### config.mk
export PLATFORM = sky130hd
export DESIGN_NAME = retimed_split_mult
export DESIGN_NICKNAME = d
export VERILOG_FILES = /design/src/rtl/retimed_split_mult_pkg.sv /design/src/rtl/rsm_slice_mult.sv /design/src/rtl/rsm_recombine.sv /design/src/rtl/retimed_split_mult.sv
export SDC_FILE = /design/constraint.sdc
export NUM_CORES = 1
export LEC_CHECK = 0
export BUFFER_PORTS_ARGS = -buffer_cell sky130_fd_sc_hd__buf_2
export CORE_UTILIZATION = 58
export CTS_BUF_LIST = sky130_fd_sc_hd__clkbuf_4 sky130_fd_sc_hd__clkbuf_8 sky130_fd_sc_hd__clkbuf_16
export DETAILED_ROUTE_END_ITERATION = 16
export PLACE_DENSITY = 0.8
export SYNTH_ARGS = -nofsm -noshare
export SYNTH_HDL_FRONTEND = slang
export SYNTH_SLANG_ARGS = --single-unit
### constraint.sdc
create_clock -name clk -period 5.7 [get_ports clk]
set_input_delay 1.14 -clock clk [delete_from_list [all_inputs] [get_ports clk]]
set_output_delay 1.14 -clock clk [all_outputs]
set_load 0.02 [all_outputs]
### src/rtl/retimed_split_mult_pkg.sv
package retimed_split_mult_pkg;
  // Widths of the two partial products for a given operand width and cut point.
  function automatic int hi_part_w(input int op_w, input int cut);
    return op_w + (op_w - cut);
  endfunction

  function automatic int lo_part_w(input int op_w, input int cut);
    return op_w + cut;
  endfunction
endpackage

### src/rtl/rsm_slice_mult.sv
// One registered partial product: full first operand times one slice of the second.
module rsm_slice_mult #(
  parameter int A_W = 16,
  parameter int B_W = 8,
  localparam int P_W = A_W + B_W
) (
  input  logic           clk,
  input  logic           rst,
  input  logic [A_W-1:0] a_next,
  input  logic [B_W-1:0] b_slice_next,
  output logic [P_W-1:0] part_q
);
  logic [P_W-1:0] part_d;

  always_comb begin
    part_d = {{B_W{1'b0}}, a_next} * {{A_W{1'b0}}, b_slice_next};
  end

  // Captured every edge; validity is tracked separately by the top.
  always_ff @(posedge clk) begin
    if (rst) part_q <= '0;
    else     part_q <= part_d;
  end

  // a reset edge leaves the partial register cleared.
  assert_slice_cleared_R6: assert property (@(posedge clk) disable iff (rst)
    $past(rst) |-> part_q == '0);
endmodule

### src/rtl/rsm_recombine.sv
// Combinational recombination after the register boundary.
module rsm_recombine #(
  parameter int OP_W = 16,
  parameter int CUT  = 8,
  localparam int HI_W = retimed_split_mult_pkg::hi_part_w(OP_W, CUT),
  localparam int LO_W = retimed_split_mult_pkg::lo_part_w(OP_W, CUT),
  localparam int PR_W = 2 * OP_W
) (
  input  logic [HI_W-1:0] hi_part,
  input  logic [LO_W-1:0] lo_part,
  output logic [PR_W-1:0] sum
);
  logic [PR_W-1:0] hi_aligned;
  logic [PR_W-1:0] lo_aligned;

  always_comb begin
    hi_aligned = {hi_part, {CUT{1'b0}}};
    lo_aligned = {{(OP_W - CUT){1'b0}}, lo_part};
    sum        = hi_aligned + lo_aligned;
  end
endmodule

### src/rtl/retimed_split_mult.sv
module retimed_split_mult #(
  parameter int OP_W = 16,
  parameter int CUT  = 8,
  localparam int HI_B = OP_W - CUT,
  localparam int HI_W = retimed_split_mult_pkg::hi_part_w(OP_W, CUT),
  localparam int LO_W = retimed_split_mult_pkg::lo_part_w(OP_W, CUT),
  localparam int PR_W = 2 * OP_W
) (
  input  logic            clk,
  input  logic            rst,
  input  logic [OP_W-1:0] opa_next,
  input  logic [OP_W-1:0] opb_next,
  input  logic            in_valid,
  output logic [PR_W-1:0] product,
  output logic            out_valid
);
  logic [HI_W-1:0] hi_q;
  logic [LO_W-1:0] lo_q;
  logic            vld_q;

  // Upper slice of the second operand.
  rsm_slice_mult #(.A_W(OP_W), .B_W(HI_B)) u_hi (
    .clk(clk), .rst(rst),
    .a_next(opa_next), .b_slice_next(opb_next[OP_W-1:CUT]),
    .part_q(hi_q)
  );

  // Lower slice of the second operand.
  rsm_slice_mult #(.A_W(OP_W), .B_W(CUT)) u_lo (
    .clk(clk), .rst(rst),
    .a_next(opa_next), .b_slice_next(opb_next[CUT-1:0]),
    .part_q(lo_q)
  );

  rsm_recombine #(.OP_W(OP_W), .CUT(CUT)) u_sum (
    .hi_part(hi_q), .lo_part(lo_q), .sum(product)
  );

  always_ff @(posedge clk) begin
    if (rst) vld_q <= 1'b0;
    else     vld_q <= in_valid;
  end
  assign out_valid = vld_q;

  // valid has exactly one cycle of latency.
  assert_valid_latency_R3: assert property (@(posedge clk) disable iff (rst)
    !$past(rst) |-> out_valid == $past(in_valid));

  // product matches the full multiply of last edge's operands.
  assert_product_exact_R2: assert property (@(posedge clk) disable iff (rst)
    !$past(rst) |-> product ==
      ({{OP_W{1'b0}}, $past(opa_next)} * {{OP_W{1'b0}}, $past(opb_next)}));

  // reset clears the valid flag.
  assert_reset_clears_R1: assert property (@(posedge clk) disable iff (rst)
    $past(rst) |-> !out_valid && product == '0);

  // a zero operand gives a zero product.
  assert_zero_operand_R7: assert property (@(posedge clk) disable iff (rst)
    (!$past(rst) && ($past(opa_next) == '0 || $past(opb_next) == '0)) |-> product == '0);
endmodule

* Word-level counts from Yosys, hierarchy flattened *
Cells that the tools add are included.

word-level totals
  bits in registers = 49
  bits of input ports = 35
  output and inout port bits = 33
  logic and storage cells = 6

cells by class
  add/sub/neg operators = 1
  $mul = 2

operator list
  operator          number
  $mul A16 B8 Y24   2
  $add A32 B24 Y32  1

* Logic depth before layout (Yosys ltp) *
Gate-level depths: netlist of run 1.

  word-level depth = 1
  depth in mapped cells = 18
  gate-level depth less buffers = 17

* By module *
A second synthesis of run 1 with hierarchy kept.

second synthesis, totals
  cells, all modules = 1205
  area, all modules = 10522.6 um2

modules (own cells, without submodules)
  module                  instances  cells an instance  area an instance (um2)  sequential area each (um2)
  rsm_slice_mult at u_lo  1          532                4774.6                  480.5
  rsm_slice_mult at u_hi  1          535                4733.3                  480.5
  rsm_recombine           1          136                980.9                   0.0
  retimed_split_mult      1          2                  33.8                    20.0

* Least setup slack after synthesis of run 1 *
No wires, ideal clock.

  path kind = input to register
  start point = input opb_next[2]
  end point = register u_lo.part_q[22]
  library setup time = 0.121 ns
  arrival time = 5.296 ns
  data required time = 5.579 ns
  setup slack = 0.283 ns
  stages on the path = 17
  path buffers = 1
  cell sequence = clkbuf_1 -> nand2_1 -> fa_1 -> fa_1 -> inv_1 -> fa_1 -> inv_1 -> fa_1 -> inv_1 -> ha_1 -> a21oi_1 -> nand2_1 -> o31ai_1 -> a21boi_0 -> a31o_2 -> a31oi_1 -> mux2_2

between the ends
  longest elaborated chain between the ends = 1

ends and longest elaborated chain
  element               RTL line                  RTL
  start, declared       retimed_split_mult.sv:12  input logic [OP_W-1:0] opb_next,
  $mul A16 B8 Y24       rsm_slice_mult.sv:16      part_d = {{B_W{1'b0}}, a_next} * {{A_W{1'b0}}, b_slice_next};
  end signal, assigned  rsm_slice_mult.sv:22      else part_q <= part_d;
  end, declared         rsm_slice_mult.sv:11      output logic [P_W-1:0] part_q

Every way passes these cells.
A chain may end at the register's enable or synchronous reset.

* Worst setup path in the final report of run 1 *
  start point = input opa_next[4]
  end point = register u_hi.part_q[23]

between the ends
  longest elaborated chain between the ends = 1

ends and longest elaborated chain
  element               RTL line                  RTL
  start, declared       retimed_split_mult.sv:11  input logic [OP_W-1:0] opa_next,
  $mul A16 B8 Y24       rsm_slice_mult.sv:16
  end signal, assigned  rsm_slice_mult.sv:22
  end, declared         rsm_slice_mult.sv:11

Every way passes these cells.

==> results of run 1 <==
## cells by family (layout without fill, tap and decap cells)
kind of cell    after synthesis  count (layout)
compound gates              146             146
buf+inv                     248             312
mux                           3               3
flops                        49              49
fa+ha+maj                   273             273
simple gates                417             417
xor+xnor                     49              49
## final cells by class
| class | count | area, um^2 | area share [%] |
|---|---|---|---|
| clock inverter | 3 | 65.1 | 0.579 |
| timing repair buffer | 107 | 648 | 5.76 |
| tap | 225 | 282 | 2.50 |
| inverter | 197 | 739 | 6.58 |
| sequential | 49 | 981 | 8.72 |
| multi-input combinational | 888 | 8410 | 74.7 |
| clock buffer | 5 | 125 | 1.11 |
## flip-flops by register name, summed over array words and instances, names as in the netlist
signal	cells
u_hi.part_q	24
u_lo.part_q	24
out_valid	1
## repair_timing
action	CTS	global route
hold endpoints to repair	0	0
resized for setup	0	1
setup endpoints to repair	0	1
## cells in the mapped netlist (all sizes together), types with 7 or more instances
library cell and instances:
o21ai 26, a31oi 7, inv 197, xnor2 29, xor2 20, a21o 16, nor3 9, clkbuf 43
fa 169, dfxtp 49, o21a 12, and2 219, buf 8, nor2b 17, and3 9, a21oi 44
ha 104, nand2 67, nor2 57, nand3 14
## routing by layer
layer | wire length, um | vias up | global-route usage [%] | part of all wire [%]
met1 | 10200 | 3994 | 34.9 | 44
met5 | 0 | - | 0 | 0
met4 | 541 | 0 | 7.93 | 2.3
met3 | 903 | 31 | 1.53 | 3.9
li1 | - | 3824 | - | -
met2 | 11400 | 213 | 47.2 | 49
## worst paths after layout
| path | startpoint | to |
|---|---|---|
| max | opa_next[4] | u_hi.part_q[23] |
| min | in_valid | out_valid |
## power breakdown
group          internal [mW]  total [mW]  leakage, nW  switching (mW)
combinational           1.68        3.95         5.28            2.27
sequential             0.474       0.536        0.407          0.0616
clock                  0.251       0.381       0.0938           0.130
total                   2.41        4.87         5.79            2.46
## metrics by stage
stage | util, % | hold WS (ps) | setup WS (ps)
floorplan | - | 1270 | 283
global placement | 63.7 | 1350 | 3.53
detailed placement | 63.7 | 1370 | 15.2
CTS | 64.8 | 1060 | 288
global route | 64.8 | 1060 | 54.4
finish | 64.8 | 1060 | 304
==> impl_metrics.tcl, run 1 <==
set metrics [dict create \
    status "complete, no violations" \
    start_util_pct 59.6 \
    path_buf_inv 5 \
    crit_required_ps 5880 \
    drv_slew 0 \
    drive_above_1_share_pct 10.2 \
    synth_xor_xnor_area_share_pct 4.15 \
    post_cts_buffers 0 \
    synthTopCellsByArea "fa_1 (33%), and2_1 (13%), ha_1 (13%), dfxtp_1 (9.5%), inv_1 (7.1%)" \
    rows 48 \
    chipWidth_um 136 \
    antenna_cells 0 \
    synth-edff-count 0 \
    synthArstFlopShare_pct 0 \
    syn_inst 1185 \
    synth_top_family_by_area "adder cells" \
    synth.avg_cell_area_um2 8.73 \
    synth_compound_area_share_pct 9.29 \
    worstPathMaxFanout 6 \
    cp_num_cells 17 \
    firstDrtPassIters 5 \
    fillerInstances 1465 \
    synth_top_area_share_pct 32.7 \
    worstPathArrival_ps 5580 \
    cts_tree "done" \
    ant_nets 0 \
    antenna_found_initial 1 \
    cp_cell_sequence "buf_2 -> buf_12 -> nand2_1 -> fa_1 -> fa_1 -> inv_1 -> fa_1 -> inv_1 -> fa_1 -> inv_1 -> ha_1 -> o211ai_1 -> o21ba_2 -> o21ai_0 -> a311oi_2 -> o21ai_0 -> mux2_2" \
    routabilityCongestion 0.884 \
    tns_ps 0 \
    layout_common_cells "and2_1 (219), inv_1 (197), fa_1 (169)" \
    cpPeakStageDelay_ps 540 \
    timing.final.crit_share_pct 94.7 \
    dpl.hpwl_um 19200 \
    grt_pass1_vias 8147 \
    layout_commonest_cell "and2_1" \
    synthSimpleGateAreaFrac_pct 22.2 \
    cts.sinks 49 \
    cp-end-kind "flop" \
    syn-cell-area_um2 10300 \
    synth-seq-area-share_pct 9.48 \
    grt.total_usage_pct 26.6 \
    yosys.area.top_type "fa_1" \
    min_delay_path_depth 2 \
    layoutNonFillerInstCount 1474 \
    startpoint_type "input port" \
    worst_pin_slew_ps 580 \
    syn_nets 1493 \
    yosys_warnings 0 \
    clkTransAtPathRegs_ps 70 \
    die_area_um2 18400 \
    cp_common_cell "fa_1" \
    maxSlewHeadroom_pct 61.0 \
    rsz0062_at_grt "no" \
    synth-seq-cells 49 \
    maxCapViolCount 0 \
    ys_types 52 \
    final_area_um2 11200 \
    dp_cells 1466 \
    io_buffer_count 67 \
    synthFlopType "dfxtp_1" \
    hold_path_class "in2reg" \
    ios 68 \
    drt-total-wl_um 23000 \
    setup_viol 0 \
    finalHoldViolCount 0 \
    period_needed_ps 5400 \
    synthMuxAreaShare_pct 0.326 \
    grt_pass1_wl_um 38600 \
    wl_per_cell_um 15.6 \
    grt_max_degree 56 \
    synthAdderAreaFrac_pct 45.3 \
    slowest_stage "fa_1" \
    cts_inserted_buffers 5 \
    max_freq_ghz 0.185 \
    dpl-instance-area_um2 11100 \
    postCtsHoldBufs 0 \
    crit_family "adder cells" \
    critPathKind "in2reg" \
    drtIter0Drc 486 \
    via_per_inst 5.47 \
    core_um2 17400 \
    vdd_drop_max_mv 0.400 \
    areaGrowthSynthToFinish_pct 8.68 \
    die_h_um 136 \
    finalNetCount 1556 \
    drcViolationCount 0 \
    root_buffer "clkbuf_16" \
    p_leak_nw 5.79 \
    dr_total_vias 8062 \
    p_total_mw 4.87 \
    clockBufferDepth 2 \
    p_per_area_nw_per_um2 433 \
    htree_levels 2 \
    grt_overflow 0 \
]
Power figures use the tool's default switching activity.
==> run 2: changes to the inputs <==
Settings changed: SYNTH_HIERARCHICAL from default to 1.
==> impl_metrics.tcl, run 2 <==
set metrics [dict create \
    clockBufferDepth 2 \
    cp-end-kind "flop" \
    synthTopCellsByArea "fa_1 (32%), ha_1 (12%), and2_1 (12%), dfxtp_1 (9.3%), inv_1 (7.2%)" \
    p_leak_nw 5.79 \
    drive_above_1_share_pct 10.5 \
    hold_start "in_valid" \
    min_delay_path_depth 2 \
    critPathKind "in2reg" \
    routabilityCongestion 0.875 \
    min_to "out_valid" \
    ys_types 73 \
    status "complete, no violations" \
    finalHoldWorstSlack_ps 1060 \
    final_area_um2 11300 \
    syn_inst 1205 \
    firstDrtPassIters 5 \
    setup_viol 0 \
    io_buffer_count 67 \
    ctsResizeCount 0 \
    fin_ws_ps 241 \
    core_um2 17500 \
    slowest_stage "fa_1" \
    wl_per_cell_um 15.9 \
    cts_tree "done" \
    synthArstFlopShare_pct 0 \
    synth-edff-count 0 \
    via_per_inst 5.58 \
    synthAdderAreaFrac_pct 44.5 \
    cpPeakStageDelay_ps 550 \
    ant_nets 0 \
    synth_xor_xnor_area_share_pct 3.25 \
    synth_common_cells "and2_1 (205), inv_1 (202), fa_1 (169)" \
    vdd_drop_max_mv 0.350 \
    yosys.area.top_type "fa_1" \
    p_per_area_nw_per_um2 442 \
    dr_total_vias 8362 \
    layout_commonest_cell "and2_1" \
    crit_required_ps 5850 \
    tns_ps 0 \
    post_cts_buffers 0 \
    layout_common_cells "and2_1 (205), inv_1 (202), fa_1 (169)" \
    pwr-share-comb_pct 83.3 \
    synth-seq-area-share_pct 9.32 \
    synth.avg_cell_area_um2 8.73 \
    syn_nets 1513 \
    worst_pin_slew_ps 599 \
    postCtsHoldBufs 0 \
    utilization_pct 64.8 \
    place_ws_ps -38.3 \
    p_total_mw 5.00 \
    synth_top_family_by_area "adder cells" \
    synth-seq-cells 49 \
    maxCapViolCount 0 \
    chipWidth_um 137 \
    grt_pass1_wl_um 38800 \
    rsz0062_at_grt "no" \
    grt_max_degree 38 \
    netSwitchingPower_mw 2.62 \
    max_freq_ghz 0.183 \
    drtIter0Drc 631 \
    p_sw_share_pct 52.3 \
    dpl.hpwl_um 19300 \
    rows 48 \
    syn-cell-area_um2 10500 \
    synth_top_area_share_pct 32.2 \
    grt_overflow 0 \
    cp_common_cell "fa_1" \
    start_util_pct 60.2 \
    clkTransAtPathRegs_ps 70 \
    synthSimpleGateAreaFrac_pct 22.8 \
    power_frac_clock_pct 6.1 \
    htree_levels 2 \
    worstPathArrival_ps 5610 \
    fillerInstances 1436 \
    drt-total-wl_um 23800 \
    dp_cells 1489 \
    yosysMostFrequentCell "and2_1" \
    die_h_um 137 \
    synthMuxAreaShare_pct 1.69 \
    maxSlewHeadroom_pct 60.0 \
    dpl-instance-area_um2 11200 \
    root_buffer "clkbuf_16" \
    finalNetCount 1579 \
    ios 68 \
    synth_compound_area_share_pct 9.66 \
    seqPwrFrac_pct 10.6 \
    grt_pass1_vias 8198 \
    timing.final.crit_share_pct 95.8 \
    period_needed_ps 5460 \
    hold_path_class "in2reg" \
    grt.total_usage_pct 26.4 \
    startpoint_type "input port" \
    cts_inserted_buffers 5 \
    die_area_um2 18700 \
    yosys_warnings 6 \
    finalHoldViolCount 0 \
    worstPathMaxFanout 10 \
    drv_slew 0 \
    areaGrowthSynthToFinish_pct 7.69 \
    drcViolationCount 0 \
    cts.sinks 49 \
    antenna_found_initial 1 \
    layoutNonFillerInstCount 1498 \
    synthFlopType "dfxtp_1" \
    cp_cell_sequence "buf_2 -> buf_4 -> and2_1 -> fa_1 -> fa_1 -> fa_1 -> inv_1 -> fa_1 -> inv_1 -> ha_1 -> a21o_1 -> a211oi_1 -> a21oi_2 -> and3_2 -> a2111oi_0" \
    p_int_mw 2.39 \
]
==> run 2: changes by cell type in the layout (fill, tap and decap cells not counted), sizes merged, moves of 8 or more <==
cell	before	now
a21oi	44	52
and2	219	206
buf	107	94
mux2	3	14
nand2	67	90
nor2b	17	28
==> run 2: final cells by class <==
cell class	count	area (um^2)	share of cell area (%)
multi-input cells	919	8620	76.1
repair buffers	94	538	4.75
flip-flops and latches	49	981	8.66
diodes	1	2.50	0.0221
well taps	225	282	2.48
clock inverters	3	26.3	0.232
inverters	202	758	6.69
clock buffers	5	125	1.10
==> run 2: critical path, delay by kind of cell <==
kind / cells / cell delay (ps)
AOI/OAI and AO/OA: 4 / 1210
and+or+nand+nor: 2 / 410
buffers and inverters: 4 / 430
adders and majority gates: 5 / 2410
==> run 2: metal layers <==
metal / part of all wire (%) / global-route usage [%] / wire length [um] / vias up
met1: 43 / 35.3 / 10200 / 4101
met2: 50 / 45.3 / 11800 / 305
met5: 0 / 0 / 0 / -
li1: - / - / - / 3920
met4: 1.8 / 7.41 / 439 / 0
met3: 5.6 / 2.81 / 1340 / 36
==> run 2: cells by family after synthesis <==
logic type / after synthesis
flip-flops: 49
buffers and inverters: 237
AND/OR/NAND/NOR: 444
XOR/XNOR: 39
AO/OA/AOI/OAI: 147
multiplexers: 16
adder cells (fa/ha/maj): 273
==> run 2: power by group through the flow <==
stage / logic (mW) / registers [mW] / clock network [mW]
6_report: 4.17 / 0.528 / 0.306
5_1_grt: 4.65 / 0.541 / 0.326
4_1_cts: 4.14 / 0.530 / 0.310
3_5_place_dp: 4.11 / 0.537 / 0
3_3_place_gp: 4.01 / 0.535 / 0
2_1_floorplan: 3.07 / 0.515 / 0
==> run 2: how the worst max path moves through the flow <==
stage	start	endpoint	slack (ps)	depth (start not counted)
final	opb_next[15]	u_hi/part_q[17]	240	15
after global routing	opb_next[10]	u_hi/part_q[17]	5	16
after CTS	opb_next[10]	u_hi/part_q[17]	250	16
after detailed placement	opb_next[10]	u_hi/part_q[17]	-40	16
after global placement	opb_next[15]	u_hi/part_q[17]	50	15
after floorplan	opb_next[15]	u_hi/part_q[23]	270	17
==> run 3: changes to the inputs <==
Settings changed: ABC_AREA from default to 1, PLACE_DENSITY 0.8 to 0.79.
==> impl_metrics.tcl, run 3 <==
set metrics [dict create \
    rsz0062_at_grt "no" \
    worstPathMaxFanout 16 \
    htree_levels 2 \
    cts_tree "done" \
    cts.sinks 49 \
    synth-seq-cells 49 \
    synth-seq-area-share_pct 8.14 \
    maxCapViolCount 0 \
    die_area_um2 21400 \
    antenna_cells 0 \
    setup_viol 0 \
    clkTransAtPathRegs_ps 70 \
    drcViolationCount 0 \
    synthArstFlopShare_pct 0 \
    firstDrtPassIters 5 \
    areaGrowthSynthToFinish_pct 3.81 \
    cp-end-kind "flop" \
    chipWidth_um 146 \
    grt_pass1_vias 10400 \
    syn_inst 1851 \
    dpl-instance-area_um2 12400 \
    grt_overflow 0 \
    finalHoldViolCount 0 \
    grt_max_degree 20 \
    fin_ws_ps 833 \
    clockBufferDepth 2 \
    crit_end "u_hi/part_q[20]" \
    crit_required_ps 5890 \
    cts_inserted_buffers 5 \
    utilization_pct 61.6 \
    dpl.hpwl_um 24700 \
    synthTopCellsByArea "fa_1 (28%), nand2_1 (18%), inv_1 (17%), ha_1 (11%), dfxtp_1 (8.1%)" \
    synth_top_area_share_pct 28.1 \
    hold_path_class "in2reg" \
    rows 52 \
    start_util_pct 59.4 \
    place_ws_ps 555 \
    synth-edff-count 0 \
    p_total_mw 5.34 \
    layoutNonFillerInstCount 2120 \
    root_buffer "clkbuf_16" \
    finalHoldWorstSlack_ps 1120 \
    fillerInstances 1934 \
    layout_common_cells "nand2_1 (581), inv_1 (551), fa_1 (169)" \
    ios 68 \
    antenna_found_initial 0 \
    finalNetCount 2157 \
    drv_slew 0 \
    critPathKind "in2reg" \
    period_needed_ps 4870 \
    synth.avg_cell_area_um2 6.51 \
    vdd_drop_max_mv 0.230 \
    status "complete, no violations" \
    yosys_warnings 6 \
    postCtsHoldBufs 0 \
    grt.total_usage_pct 29.1 \
    yosysMostFrequentCell "nand2_1" \
    synthFlopType "dfxtp_1" \
    worst_pin_slew_ps 522 \
    timing.final.crit_share_pct 85.4 \
    drt-total-wl_um 29900 \
    critPathLaunch "opa_next[6]" \
    tns_ps 0 \
    syn-cell-area_um2 12000 \
    worstPathArrival_ps 5060 \
    p_leak_nw 8.47 \
    ys_types 35 \
    layout_commonest_cell "nand2_1" \
    post_cts_buffers 0 \
    maxSlewHeadroom_pct 65.2 \
    drtIter0Drc 716 \
    ctsResizeCount 0 \
    yosys.area.top_type "fa_1" \
    max_freq_ghz 0.205 \
    io_buffer_count 67 \
    wl_per_cell_um 14.1 \
    dr_total_vias 10500 \
    startpoint_type "input port" \
    ant_nets 0 \
    synth_common_cells "nand2_1 (581), inv_1 (551), fa_1 (169)" \
    core_um2 20300 \
    final_area_um2 12500 \
    die_h_um 146 \
    syn_nets 2159 \
    drive_above_1_share_pct 7.03 \
    grt_pass1_wl_um 50100 \
    dp_cells 2112 \
    via_per_inst 4.96 \
    routabilityCongestion 0.961 \
    p_per_area_nw_per_um2 427 \
]
-- run 3: cell count changes in the layout (fill, tap and decap cells not counted), moves of 25 or more --
cell	before	now
buf_4	27	0
and2_1	205	1
nand3_1	17	49
nor2b_1	27	0
nor2_1	64	89
inv_1	202	551
nand2_1	90	581
-- run 3: report_power, final --
part           total, mW  leakage [nW]  internal, mW  switching, mW
Combinational       4.49          7.99          1.54           2.95
Sequential         0.554         0.408         0.474         0.0798
Clock              0.303        0.0680         0.166          0.138
Total               5.34          8.47          2.18           3.17
-- run 3: logic make-up (layout without fill, tap and decap cells) --
kind of cell,Yosys count,in the layout,share of synthesized area [%]
flops,49,49,8.14
buf+inv,629,628,20.3
fa+ha+maj,273,273,38.9
simple gates,795,795,27.6
xor+xnor,16,16,1.16
compound gates,89,89,3.96
-- run 3: worst min path at each step --
stage / slack, ps / cells after the start / to / startpoint
3_3_place_gp: 1430 / 3 / out_valid / in_valid
5_1_grt: 1130 / 3 / out_valid / in_valid
4_1_cts: 1130 / 3 / out_valid / in_valid
2_1_floorplan: 1210 / 1 / out_valid / rst
3_5_place_dp: 1450 / 3 / out_valid / in_valid
6_report: 1120 / 3 / out_valid / in_valid
-- run 3: area by class of cell --
cell class	count	area [um^2]	share of cell area (%)
clock inverter	3	26.3	0.210
inverter	553	2080	16.6
multi-input combinational	1173	8630	69.0
timing repair buffer	67	335	2.68
tap	270	338	2.70
sequential	49	981	7.84
clock buffer	5	125	1.00
-- run 3: worst max-delay path, cell delays in order --
cell and delay, ps:
buf_2 320, nand2_1 110, inv_1 90, fa_1 440, fa_1 510, fa_1 550
inv_1 60, fa_1 530, inv_1 40, ha_1 390, nand2_1 170, inv_2 90
nand3_1 120, nor3_1 190, nand2_1 100, a21oi_1 140, nor2_1 60
-- run 3: routing by layer --
| layer | global-route usage (%) | vias to the layer above | routed length (um) |
|---|---|---|---|
| met4 | 7.55 | 0 | 590 |
| met2 | 49.0 | 355 | 14000 |
| met3 | 1.94 | 31 | 1810 |
| met5 | 0 | - | 0 |
| li1 | - | 5228 | - |
| met1 | 40.8 | 4908 | 13500 |
